--- src/rtl/ptsb_pkg.sv ---
package ptsb_pkg;

  localparam int NUM_GRP = 4;
  localparam int GRP_SIZE [NUM_GRP] = '{4, 4, 5, 7};

  typedef enum logic [1:0] {
    MODE_D   = 2'd0,
    MODE_T   = 2'd1,
    MODE_JK  = 2'd2,
    MODE_XOR = 2'd3
  } upd_mode_e;

  typedef struct packed {
    logic [1:0] clk_sel;
    logic       bypass;
    upd_mode_e  mode;
    logic [1:0] aux_sel;
    logic [1:0] pri_sel;
  } out_cfg_t;

  function automatic int grp_lo(input int g);
    int acc;
    acc = 0;
    for (int i = 0; i < g; i++) acc += GRP_SIZE[i];
    return acc;
  endfunction

endpackage

--- src/rtl/ptsb_and_array.sv ---
module ptsb_and_array #(
  parameter int NUM_IN = 18,
  parameter int NUM_PT = 20,
  localparam int LW = 2 * NUM_IN
) (
  input  logic [NUM_IN-1:0] in_vec,
  input  logic [LW-1:0]     lit_cfg [NUM_PT],
  output logic [NUM_PT-1:0] pt
);

  logic [LW-1:0] lit_val;

  always_comb begin
    for (int j = 0; j < NUM_IN; j++) begin
      lit_val[2*j]   = in_vec[j];
      lit_val[2*j+1] = ~in_vec[j];
    end
  end

  for (genvar k = 0; k < NUM_PT; k++) begin : g_term
    assign pt[k] = (lit_cfg[k] != '0) && ((lit_val & lit_cfg[k]) == lit_cfg[k]);

    // an unprogrammed term never contributes
    always_comb begin
      if (lit_cfg[k] == '0) a_r2_empty_term_low: assert (pt[k] == 1'b0);
    end
  end

endmodule

--- src/rtl/ptsb_share_array.sv ---
module ptsb_share_array
  import ptsb_pkg::*;
#(
  parameter int NUM_PT = 20
) (
  input  logic [NUM_PT-1:0]  pt,
  output logic [NUM_GRP-1:0] grp
);

  for (genvar g = 0; g < NUM_GRP; g++) begin : g_or
    localparam int LO = grp_lo(g);
    localparam int SZ = GRP_SIZE[g];
    assign grp[g] = |pt[LO +: SZ];

    // a gate whose terms are all low stays low
    always_comb begin
      if (pt[LO +: SZ] == '0) a_r3_gate_low: assert (grp[g] == 1'b0);
    end
  end

endmodule

--- src/rtl/ptsb_out_cell.sv ---
module ptsb_out_cell
  import ptsb_pkg::*;
#(
  parameter int NUM_CE = 3,
  localparam int NSEL = 4
) (
  input  logic               clk,
  input  logic               rst,
  input  logic [NUM_CE-1:0]  ce,
  input  logic [NUM_GRP-1:0] grp,
  input  out_cfg_t           cfg,
  output logic               y
);

  logic [NSEL-1:0] ce_ext;
  logic s, t, en, comb_val, d, q;

  assign ce_ext   = NSEL'(ce);
  assign en       = ce_ext[cfg.clk_sel];
  assign s        = grp[cfg.pri_sel];
  assign t        = grp[cfg.aux_sel];
  assign comb_val = (cfg.mode == MODE_XOR) ? (s ^ t) : s;

  always_comb begin
    case (cfg.mode)
      MODE_D:   d = s;
      MODE_T:   d = q ^ s;
      MODE_JK:  d = (s & ~q) | (~t & q);
      MODE_XOR: d = s ^ t;
      default:  d = q;
    endcase
  end

  always_ff @(posedge clk) begin
    if (rst)     q <= 1'b0;
    else if (en) q <= d;
  end

  assign y = cfg.bypass ? comb_val : q;

  a_r11_reset_clears: assert property (@(posedge clk) rst |=> (q == 1'b0));

  a_r10_hold_when_idle: assert property (@(posedge clk) disable iff (rst)
    !en |=> $stable(q));

  a_r5_d_load: assert property (@(posedge clk) disable iff (rst)
    (en && cfg.mode == MODE_D) |=> (q == $past(s)));

  a_r6_toggle: assert property (@(posedge clk) disable iff (rst)
    (en && cfg.mode == MODE_T && s) |=> (q != $past(q)));

  a_r7_jk_set: assert property (@(posedge clk) disable iff (rst)
    (en && cfg.mode == MODE_JK && s && !t) |=> q);

  a_r7_jk_clear: assert property (@(posedge clk) disable iff (rst)
    (en && cfg.mode == MODE_JK && !s && t) |=> !q);

endmodule

--- src/rtl/pt_share_block.sv ---
module pt_share_block
  import ptsb_pkg::*;
#(
  parameter int NUM_ROUTE = 16,
  parameter int NUM_DED   = 2,
  parameter int NUM_PT    = 20,
  parameter int NUM_CE    = 3,
  localparam int NUM_IN  = NUM_ROUTE + NUM_DED,
  localparam int NUM_OUT = NUM_GRP,
  localparam int CFG_DW  = 2 * NUM_IN,
  localparam int CFG_AW  = $clog2(NUM_PT + NUM_OUT),
  localparam int OCW     = $bits(out_cfg_t)
) (
  input  logic                 clk,
  input  logic                 rst,
  input  logic [NUM_ROUTE-1:0] in_route,
  input  logic [NUM_DED-1:0]   in_ded,
  input  logic [NUM_CE-1:0]    clk_en,
  input  logic                 cfg_we,
  input  logic [CFG_AW-1:0]    cfg_addr,
  input  logic [CFG_DW-1:0]    cfg_data,
  output logic [NUM_OUT-1:0]   y_out
);

  logic [CFG_DW-1:0]  term_cfg [NUM_PT];
  out_cfg_t           out_cfg  [NUM_OUT];
  logic [NUM_IN-1:0]  in_vec;
  logic [NUM_PT-1:0]  pt;
  logic [NUM_GRP-1:0] grp;

  assign in_vec = {in_ded, in_route};

  for (genvar k = 0; k < NUM_PT; k++) begin : g_term_cfg
    always_ff @(posedge clk) begin
      if (cfg_we && cfg_addr == CFG_AW'(k)) term_cfg[k] <= cfg_data;
    end
  end

  for (genvar i = 0; i < NUM_OUT; i++) begin : g_out_cfg
    always_ff @(posedge clk) begin
      if (cfg_we && cfg_addr == CFG_AW'(NUM_PT + i))
        out_cfg[i] <= out_cfg_t'(cfg_data[OCW-1:0]);
    end
  end

  ptsb_and_array #(.NUM_IN(NUM_IN), .NUM_PT(NUM_PT)) u_and (
    .in_vec  (in_vec),
    .lit_cfg (term_cfg),
    .pt      (pt)
  );

  ptsb_share_array #(.NUM_PT(NUM_PT)) u_share (
    .pt  (pt),
    .grp (grp)
  );

  for (genvar i = 0; i < NUM_OUT; i++) begin : g_cell
    ptsb_out_cell #(.NUM_CE(NUM_CE)) u_cell (
      .clk (clk),
      .rst (rst),
      .ce  (clk_en),
      .grp (grp),
      .cfg (out_cfg[i]),
      .y   (y_out[i])
    );
  end

endmodule

--- config.mk ---
export PLATFORM = sky130hd
export DESIGN_NAME = pt_share_block
export DESIGN_NICKNAME = d
export VERILOG_FILES = /design/src/rtl/ptsb_pkg.sv /design/src/rtl/ptsb_and_array.sv /design/src/rtl/ptsb_share_array.sv /design/src/rtl/ptsb_out_cell.sv /design/src/rtl/pt_share_block.sv
export SDC_FILE = /design/constraint.sdc
export NUM_CORES = 1
export LEC_CHECK = 0
export BUFFER_PORTS_ARGS = -buffer_cell sky130_fd_sc_hd__buf_2
export CELL_PAD_IN_SITES_DETAIL_PLACEMENT = 0
export CELL_PAD_IN_SITES_GLOBAL_PLACEMENT = 1
export CORE_MARGIN = 4
export CORE_UTILIZATION = 50
export CTS_CLUSTER_DIAMETER = 60
export DETAILED_ROUTE_END_ITERATION = 6
export PLACE_DENSITY_LB_ADDON = 0.1
export RECOVER_POWER = 50
export SKIP_LAST_GASP = 1
export SLEW_MARGIN = 20
export SYNTH_ARGS = -nofsm -noshare
export SYNTH_HDL_FRONTEND = slang
export SYNTH_SLANG_ARGS = --single-unit
--- constraint.sdc ---
create_clock -name clk -period 5.3 [get_ports clk]
set_input_delay 1.06 -clock clk [delete_from_list [all_inputs] [get_ports clk]]
set_output_delay 1.06 -clock clk [all_outputs]
set_load 0.05 [all_outputs]
== Word level (Yosys, flattened, before mapping) ==
Memories as Yosys holds them, arrays and structs flattened.
Index checks and enable logic that the tools add are counted.
W data, S select, Z words.

* Flip-flop bits (word level): 724
* Memory bits (writable): 36
* Output and inout port bits: 4
* Memories kept: 1

* Magnitude comparators: 12
* Eq/ne operators: 55
* Muxes and demuxes: 53
* Bitwise operators: 66
* Reductions and logical operators: 76

{| class="wikitable"
|+ Memories
! name !! depth !! bits a word !! read ports !! clocked after Yosys merged registers in !! write ports !! RTL line !! RTL
|-
| out_cfg || 4 || 9 || 4 || 0 || 1 || pt_share_block.sv:26 || <nowiki>out_cfg_t out_cfg [NUM_OUT];</nowiki>
|}

{| class="wikitable"
|+ Operators with widths
! operator !! number
|-
| $and A36 B36 Y36 || 20
|-
| $eq A36 B36 Y1 || 20
|-
| $reduce_bool A36 Y1 || 20
|-
| $logic_and A1 B1 Y1 || 44
|-
| $eq A5 B4 Y1 const B || 8
|-
| $eq A5 B5 Y1 const B || 8
|-
| $lt A2 B3 Y1 const B || 12
|-
| $mux W1 || 31
|-
| $mux W9 || 3
|-
| $reduce_or A9 Y1 || 3
|-
| $not A1 Y1 || 26
|-
| $bmux W1 S2 || 12
|-
| $eq A5 B3 Y1 const B || 4
|-
| $eq A2 B2 Y1 const B || 8
|-
| $pmux W1 S4 || 4
|-
| $eq A5 B2 Y1 const B || 2
|-
| $and A1 B1 Y1 || 8
|-
| $eq A2 B1 Y1 const B || 4
|-
| $logic_not A2 Y1 || 4
|-
| $reduce_or A4 Y1 || 2
|-
| $xor A1 B1 Y1 || 8
|-
| $reduce_or A7 Y1 || 1
|-
| $mux W2 || 3
|-
| $eq A5 B1 Y1 const B || 1
|-
| other kinds (3) || 6
|}

== Depth between registers and ports, before layout ==
Gate-level depths: netlist (run 1).

* Word-level depth: 11
* Depth in mapped cells: 13

== By module ==
From an unflattened synthesis (run 1), not the netlist that was laid out.

* Cell total of the unflattened synthesis: 1686
* Area total of the unflattened synthesis: 29995.0 µm²

{| class="wikitable"
|+ By module, submodules not included
! module !! instances !! cells an instance !! area each (µm²) !! seq. area each (µm²)
|-
| pt_share_block || 1 || 794 || 22910.7 || 22701.8
|-
| ptsb_and_array || 1 || 796 || 6216.0 || 0.0
|-
| ptsb_out_cell || 4 || 22 || 206.4 || 20.0
|-
| ptsb_share_array || 1 || 8 || 42.5 || 0.0
|}

== Worst setup path after synthesis (run 1) ==
No wires, ideal clock.

* Kind: input -> output
* Start: input in_route[7]
* End: output y_out[0]
* Arrival time: 3.685 ns
* Required time: 4.240 ns
* Path slack: 0.555 ns
* Stages: 12
* Path buffers: 3
* Cells stage by stage: buf_4 > buf_4 > mux2i_1 > nand4_1 > or3_1 > nor4_1 > nor4_1 > a221oi_1 > o211ai_1 > xnor2_1 > mux2_2 > buf_4

* Longest elaborated chain between the ends: 10
* Elaborated cells between the ends (all ways): 72
* Those cells by class: 20 x eq/ne; 6 x mux; 22 x bitwise; 24 x reduce/logical

{| class="wikitable"
|+ RTL lines
! item !! RTL line !! RTL
|-
| start, declared || pt_share_block.sv:16 || <nowiki>input logic [NUM_ROUTE-1:0] in_route,</nowiki>
|-
| $not A1 Y1 || ptsb_and_array.sv:16 || <nowiki>lit_val[2*j+1] = ~in_vec[j];</nowiki>
|-
| $and A36 B36 Y36 || ptsb_and_array.sv:21 || <nowiki>assign pt[k] = (lit_cfg[k] != '0) && ((lit_val & lit_cfg[k]) == lit_cfg[k]);</nowiki>
|-
| $eq A36 B36 Y1 || ptsb_and_array.sv:21 ||
|-
| $logic_and A1 B1 Y1 || ptsb_and_array.sv:21 ||
|-
| $reduce_or A7 Y1 (tied with other cells) || ptsb_share_array.sv:13 || <nowiki>assign grp[g] = |pt[LO +: SZ];</nowiki>
|-
| $bmux W1 S2 (on tied branches) || ptsb_out_cell.sv:20, ptsb_out_cell.sv:21 ||
|-
| $mux W1 (on tied branches) || ptsb_out_cell.sv:20, ptsb_out_cell.sv:21 ||
|-
| $xor A1 B1 Y1 || ptsb_out_cell.sv:22 || <nowiki>assign comb_val = (cfg.mode == MODE_XOR) ? (s ^ t) : s;</nowiki>
|-
| $mux W1 (*) || ptsb_out_cell.sv:22 ||
|-
| $mux W1 (*) || ptsb_out_cell.sv:39 || <nowiki>assign y = cfg.bypass ? comb_val : q;</nowiki>
|-
| end, declared || pt_share_block.sv:22 || <nowiki>output logic [NUM_OUT-1:0] y_out</nowiki>
|}

Mark *: on every way between the ends. The rest lies on a longest branch, timed or not. The select of a mux whose other input is x is not followed.

== Final worst setup path (run 1) ==
* Start: input in_route[8]
* End: output y_out[0]

The elaborated chain is that of the path after synthesis.

==> flow_summary.toml, run 1 <==
[run_status]
status = "finished, violations left"
violations = "capacitance limit, slew limit"

[routing]
routed_wl_mm = 97.6
wire_per_inst_um = 34.7
drt_iter0_drc = 2473
drt-vias-per-instance = 6.59
drc = 0
first_pass_iters = 5
vias = 18500
detail-route-antenna-nets = 0

[critical_path]
path_class = "in2out"
reg2regPathDepth = 12
critPathCaptureType = "output pin"
r2r_start = "term_cfg[540]$_DFFE_PP_"
cp.arrival_ns = 4.14
start_kind = "input port"
r2r-end = "g_cell[2].u_cell.q$_SDFFE_PP0P_"
endpoint = "y_out[0]"
cp.required_ns = 4.24
crit_path_start = "in_route[8]"
r2r_slack_ns = 1.83
cp_max_fo = 8

[final_layout]
seq_area_mm2 = 0.0228
fillerInstances = 4492
final_common_cell = "edfxtp_1"
nets = 2033
syn_to_final_growth_pct = 16.7
mostFrequentLayoutCells = "756 x edfxtp_1, 361 x mux2i_1, 185 x nor4_1"
drive_gt1_frac = 0.160
multi_input_area_mm2 = 0.00728

[floorplanning]
start_util = 0.509
die_area_mm2 = 0.0646
coreArea_mm2 = 0.0595
die_h_um = 254
rows = 89
die_w_um = 254
io-pin-count = 69

[worst_hold_path]
hold_depth = 2
hold_path_class = "reg2reg"

[power_and_ir_drop]
total_power_w = 0.0130
p_leak_nw = 11.8
ir_drop_mv = 0.271
powerDensity_mw_per_mm2 = 368

[clock_tree]
cts-buffers-inserted = 79
clk_latency_ns = 0.64
cts_tree = "yes"
cts_max_path_buffers = 3
path_clk_slew_ns = 0.05
htreeDepth = 3
root_buffer = "clkbuf_16"
cts_sinks = 760
ctsHoldBuffers = 0

[sta]
drv_slew = 795
grt_setup_unrepaired = "yes"
fin_crit_sh = 0.982
setup_viol = 0
setup_slack_ns = 0.0971
fmax_mhz = 192
slew_headroom = -0.736
hold_viol = 0
clock_skew_ns = 0.0268
timing.hold.ws_ns = 0.574
post-route-min-period_ns = 5.20
worstMarginPinSlew_ns = 2.60

[synth]
synthesis.area_mm2 = 0.0303
async_flop_share = 0
synth_flop_cell = "edfxtp_1"
syn_avg_cell_area_um2 = 17.4
seq_area_frac_synth = 0.752
syn-instance-count = 1743
synth_warnings = 0
yosysUniqueCellTypes = 60
synth_nets = 1808
ys_ff_latch = 760
synth-edff-count = 756

[grt]
gr-total-overflow = 0
grt_max_degree = 37
grt.total_usage = 0.301
grt_pass1_vias = 18000
antenna_found_initial = 9
grt_first_pass_wirelength_mm = 134

[placement]
hpwlAfterDp_mm = 57.8
preCtsSetupSlack_ns = -0.0906
gp_congestion = 0.901
place.port_buffers = 68

[flow_run]
drv_cap = 36
## critical path, stage by stage
cell	delay, ns
buf_2	0.11
buf_12	0.15
buf_4	0.17
buf_4	0.18
mux2i_1	0.12
nand4_1	0.09
or3_1	0.12
nor4_1	0.07
or4_4	0.55
buf_12	0.17
or2_1	0.22
mux4_2	0.50
xnor2_1	0.15
mux2_2	0.26
buf_4	0.19
## logic make-up (layout without fill, tap and decap cells)
family,after synthesis,after routing,share of synthesized area
simple gates,501,501,0.0961
other cells,0,5,0
mux,366,366,0.121
xor+xnor,1,1,0.000289
buf+inv,60,350,0.0160
flops,760,760,0.752
compound gates,55,55,0.0138
## per-stage QoR
stage	cells	util	TNS, ns	cell area, um^2
finish	2811	0.595	0	35400
global route	2806	0.594	-0.0162	35300
CTS	2806	0.592	0	35200
detailed placement	2660	0.548	-0.256	32600
global placement	2660	0.548	-0.541	32600
floorplan	1743	-	0	30300
## cell usage after synthesis (all sizes together), types with 7 or more instances
library cell	count	area [um^2]
edfxtp	756	22700
mux2i	363	3630
nor4	198	1240
nand4	103	644
nand2	52	195
buf	41	412
nor3	39	195
nor2	28	105
nand3	24	133
or3	23	144
inv	13	48.8
nand2b	8	50.1
o21ai	7	35.0
## cell type report
class / instances / area share
inverter: 13 / 0.00138
sequential: 760 / 0.644
tap: 773 / 0.0274
clock inverter: 54 / 0.0141
multi-input combinational: 923 / 0.206
timing repair buffer: 191 / 0.0466
clock buffer: 92 / 0.0597
antenna: 5 / 0.000354
## power breakdown
group / internal (W) / switching [W] / total (W)
sequential: 0.00670 / 0.0000369 / 0.00673
combinational: 0.000191 / 0.000484 / 0.000675
clock: 0.00325 / 0.00233 / 0.00558
## worst min path at each step
| stage | startpoint | end | slack, ns |
|---|---|---|---|
| after floorplan | g_cell[1].u_cell.q$_SDFFE_PP0P_ | g_cell[1].u_cell.q$_SDFFE_PP0P_ | 0.51 |
| after global placement | g_cell[1].u_cell.q$_SDFFE_PP0P_ | g_cell[1].u_cell.q$_SDFFE_PP0P_ | 0.54 |
| after detailed placement | g_cell[1].u_cell.q$_SDFFE_PP0P_ | g_cell[1].u_cell.q$_SDFFE_PP0P_ | 0.57 |
| after CTS | g_cell[1].u_cell.q$_SDFFE_PP0P_ | g_cell[1].u_cell.q$_SDFFE_PP0P_ | 0.58 |
| after global routing | g_cell[1].u_cell.q$_SDFFE_PP0P_ | g_cell[1].u_cell.q$_SDFFE_PP0P_ | 0.62 |
| final | g_cell[1].u_cell.q$_SDFFE_PP0P_ | g_cell[1].u_cell.q$_SDFFE_PP0P_ | 0.57 |
## flip-flops by register name, indices dropped and copies added (netlist names)
| name | count |
|---|---|
| term_cfg | 720 |
| out_cfg | 36 |
| g_cell.u_cell.q | 4 |
## metal layers
metal  vias up  track usage  routed length [um]
met5         -            0                   0
met4         0        0.115                4050
met3       212       0.0503                8320
met2      1044        0.504               48000
met1      9534        0.400               37200
li1       7737            -                   -
## what timing repair did
item,in CTS,in global routing
endpoints found under the hold margin,0,0
resized for setup,7,32
endpoints found under the setup margin,4,4
gates cloned,0,0
pin swaps,0,1
buffers inserted,0,1
(Power assumes the default switching activity.)
==> run 2: changes to the inputs <==
- PLACE_DENSITY: not set -> 0.75
- PLACE_DENSITY_LB_ADDON: 0.1 -> not set
==> flow_summary.toml, run 2 (synthesized netlist as in run 1, its figures left out) <==
[routing]
routed_wl_mm = 93.4
drt_iter0_drc = 2418
drt-vias-per-instance = 6.63
wire_per_inst_um = 33.3
vias = 18600
drc = 0
detail-route-antenna-nets = 0
first_pass_iters = 5

[sta]
final.setup.tns_ns = 0
grt_setup_unrepaired = "yes"
worstMarginPinSlew_ns = 2.55
fmax_mhz = 189
post-route-min-period_ns = 5.28
clock_skew_ns = 0.0172
setup_viol = 0
fin_crit_sh = 0.997
hold_viol = 0
slew_headroom = -0.703
drv_slew = 795

[placement]
hpwlAfterDp_mm = 54.9
gp_congestion = 0.889
place_area_mm2 = 0.0325
place.port_buffers = 68
dp.cells = 2654

[run_status]
status = "finished, violations left"
violations = "capacitance limit, slew limit"

[floorplanning]
die_h_um = 254
io-pin-count = 69
rows = 89
die_area_mm2 = 0.0646
die_w_um = 254
start_util = 0.509
coreArea_mm2 = 0.0595

[grt]
gr-total-overflow = 0
antenna_found_initial = 6
grt_max_degree = 37
grt_pass1_vias = 17900
grt.total_usage = 0.285
grt_first_pass_wirelength_mm = 129

[clock_tree]
htreeDepth = 3
path_clk_slew_ns = 0.06
cts_tree = "yes"
cts-buffers-inserted = 78
cts_max_path_buffers = 3
cts_sinks = 760
clk_latency_ns = 0.62
root_buffer = "clkbuf_16"

[critical_path]
critPathCaptureType = "output pin"
start_kind = "input port"
path_class = "in2out"
cp.required_ns = 4.24
cp.arrival_ns = 4.22
cp_max_fo = 8

[final_layout]
fillerInstances = 4406
syn_to_final_growth_pct = 16.1
final_common_cell = "edfxtp_1"
top_register = "term_cfg"
drive_gt1_frac = 0.155
largest_reg_flops = 720
multi_input_area_mm2 = 0.00727
reg_top3 = "term_cfg: 720 flops, out_cfg: 36 flops, g_cell.u_cell.q: 4 flops"
nets = 2026
layoutNonFillerInstCount = 2800
final_area_mm2 = 0.0352
mostFrequentLayoutCells = "756 x edfxtp_1, 361 x mux2i_1, 188 x nor4_1"
seq_area_mm2 = 0.0228

[worst_hold_path]
hold_path_class = "reg2reg"

[power_and_ir_drop]
ir_drop_mv = 0.249
powerDensity_mw_per_mm2 = 365
p_leak_nw = 11.7

[flow_run]
drv_cap = 36
-- run 2: cell count changes in the layout (fill, tap and decap cells not counted), moves of 6 or more --
| cell | delta |
|---|---|
| buf_4 | +6 |
| buf_6 | -6 |
| clkbuf_1 | +7 |
| clkinv_1 | -6 |
-- run 2: worst max-delay path: stages --
cell	delay (ns)
buf_4	0.16
buf_12	0.14
buf_12	0.14
mux2i_1	0.15
nand4_1	0.14
or3_1	0.14
nor4_2	0.06
buf_4	0.14
or4_4	0.58
buf_12	0.17
or2_1	0.21
mux4_2	0.50
xnor2_1	0.15
mux2_2	0.27
buf_4	0.19
-- run 2: final timing paths --
check	slack [ns]	cells after the start	startpoint	end
worst max register to register	1.64	12	term_cfg[219]$_DFFE_PP_	g_cell[0].u_cell.q$_SDFFE_PP0P_
worst max-delay path	0.02	15	in_route[9]	y_out[0]
worst min register to register	0.57	2	g_cell[1].u_cell.q$_SDFFE_PP0P_	g_cell[1].u_cell.q$_SDFFE_PP0P_
worst min-delay path	0.57	2	g_cell[1].u_cell.q$_SDFFE_PP0P_	g_cell[1].u_cell.q$_SDFFE_PP0P_
-- run 2: area by class of cell --
| class | instances | share of cell area |
|---|---|---|
| clock inverters | 44 | 0.0118 |
| clock buffers | 98 | 0.0601 |
| diodes | 4 | 0.000285 |
| well taps | 773 | 0.0275 |
| repair buffers | 185 | 0.0442 |
| inverters | 13 | 0.00139 |
| flip-flops and latches | 760 | 0.648 |
| multi-input cells | 923 | 0.207 |
-- run 2: per-layer routing --
layer | up-vias | part of all wire | GRT usage
met5 | - | 0.00018 | 0
met1 | 9503 | 0.38 | 0.376
met3 | 190 | 0.096 | 0.0501
li1 | 7714 | - | -
met4 | 2 | 0.044 | 0.121
met2 | 1164 | 0.48 | 0.472
-- run 2: timing repair --
action                     in CTS  in global routing
hold endpoints to repair        0                  0
hold buffers                    0                  0
resized for setup              11                 21
setup endpoints to repair       4                  4
buffers inserted                0                  0
-- run 2: stage by stage --
stage	total power [W]	util	worst slack, ns	hold slack (ns)
floorplan	0.00707	-	0.555	0.507
global placement	0.00749	0.547	-0.258	0.531
CTS	0.0129	0.590	0.00296	0.570
global route	0.0131	0.591	-0.0596	0.612
finish	0.0128	0.591	0.0156	0.568
detailed placement	0.00749	0.547	-0.281	0.555
-- run 2: power breakdown --
| part | switching, W | internal (W) | total (W) |
|---|---|---|---|
| clock | 0.00226 | 0.00317 | 0.00543 |
| combinational | 0.000466 | 0.000184 | 0.000650 |
| sequential | 0.0000366 | 0.00670 | 0.00673 |
| total | 0.00276 | 0.0101 | 0.0128 |
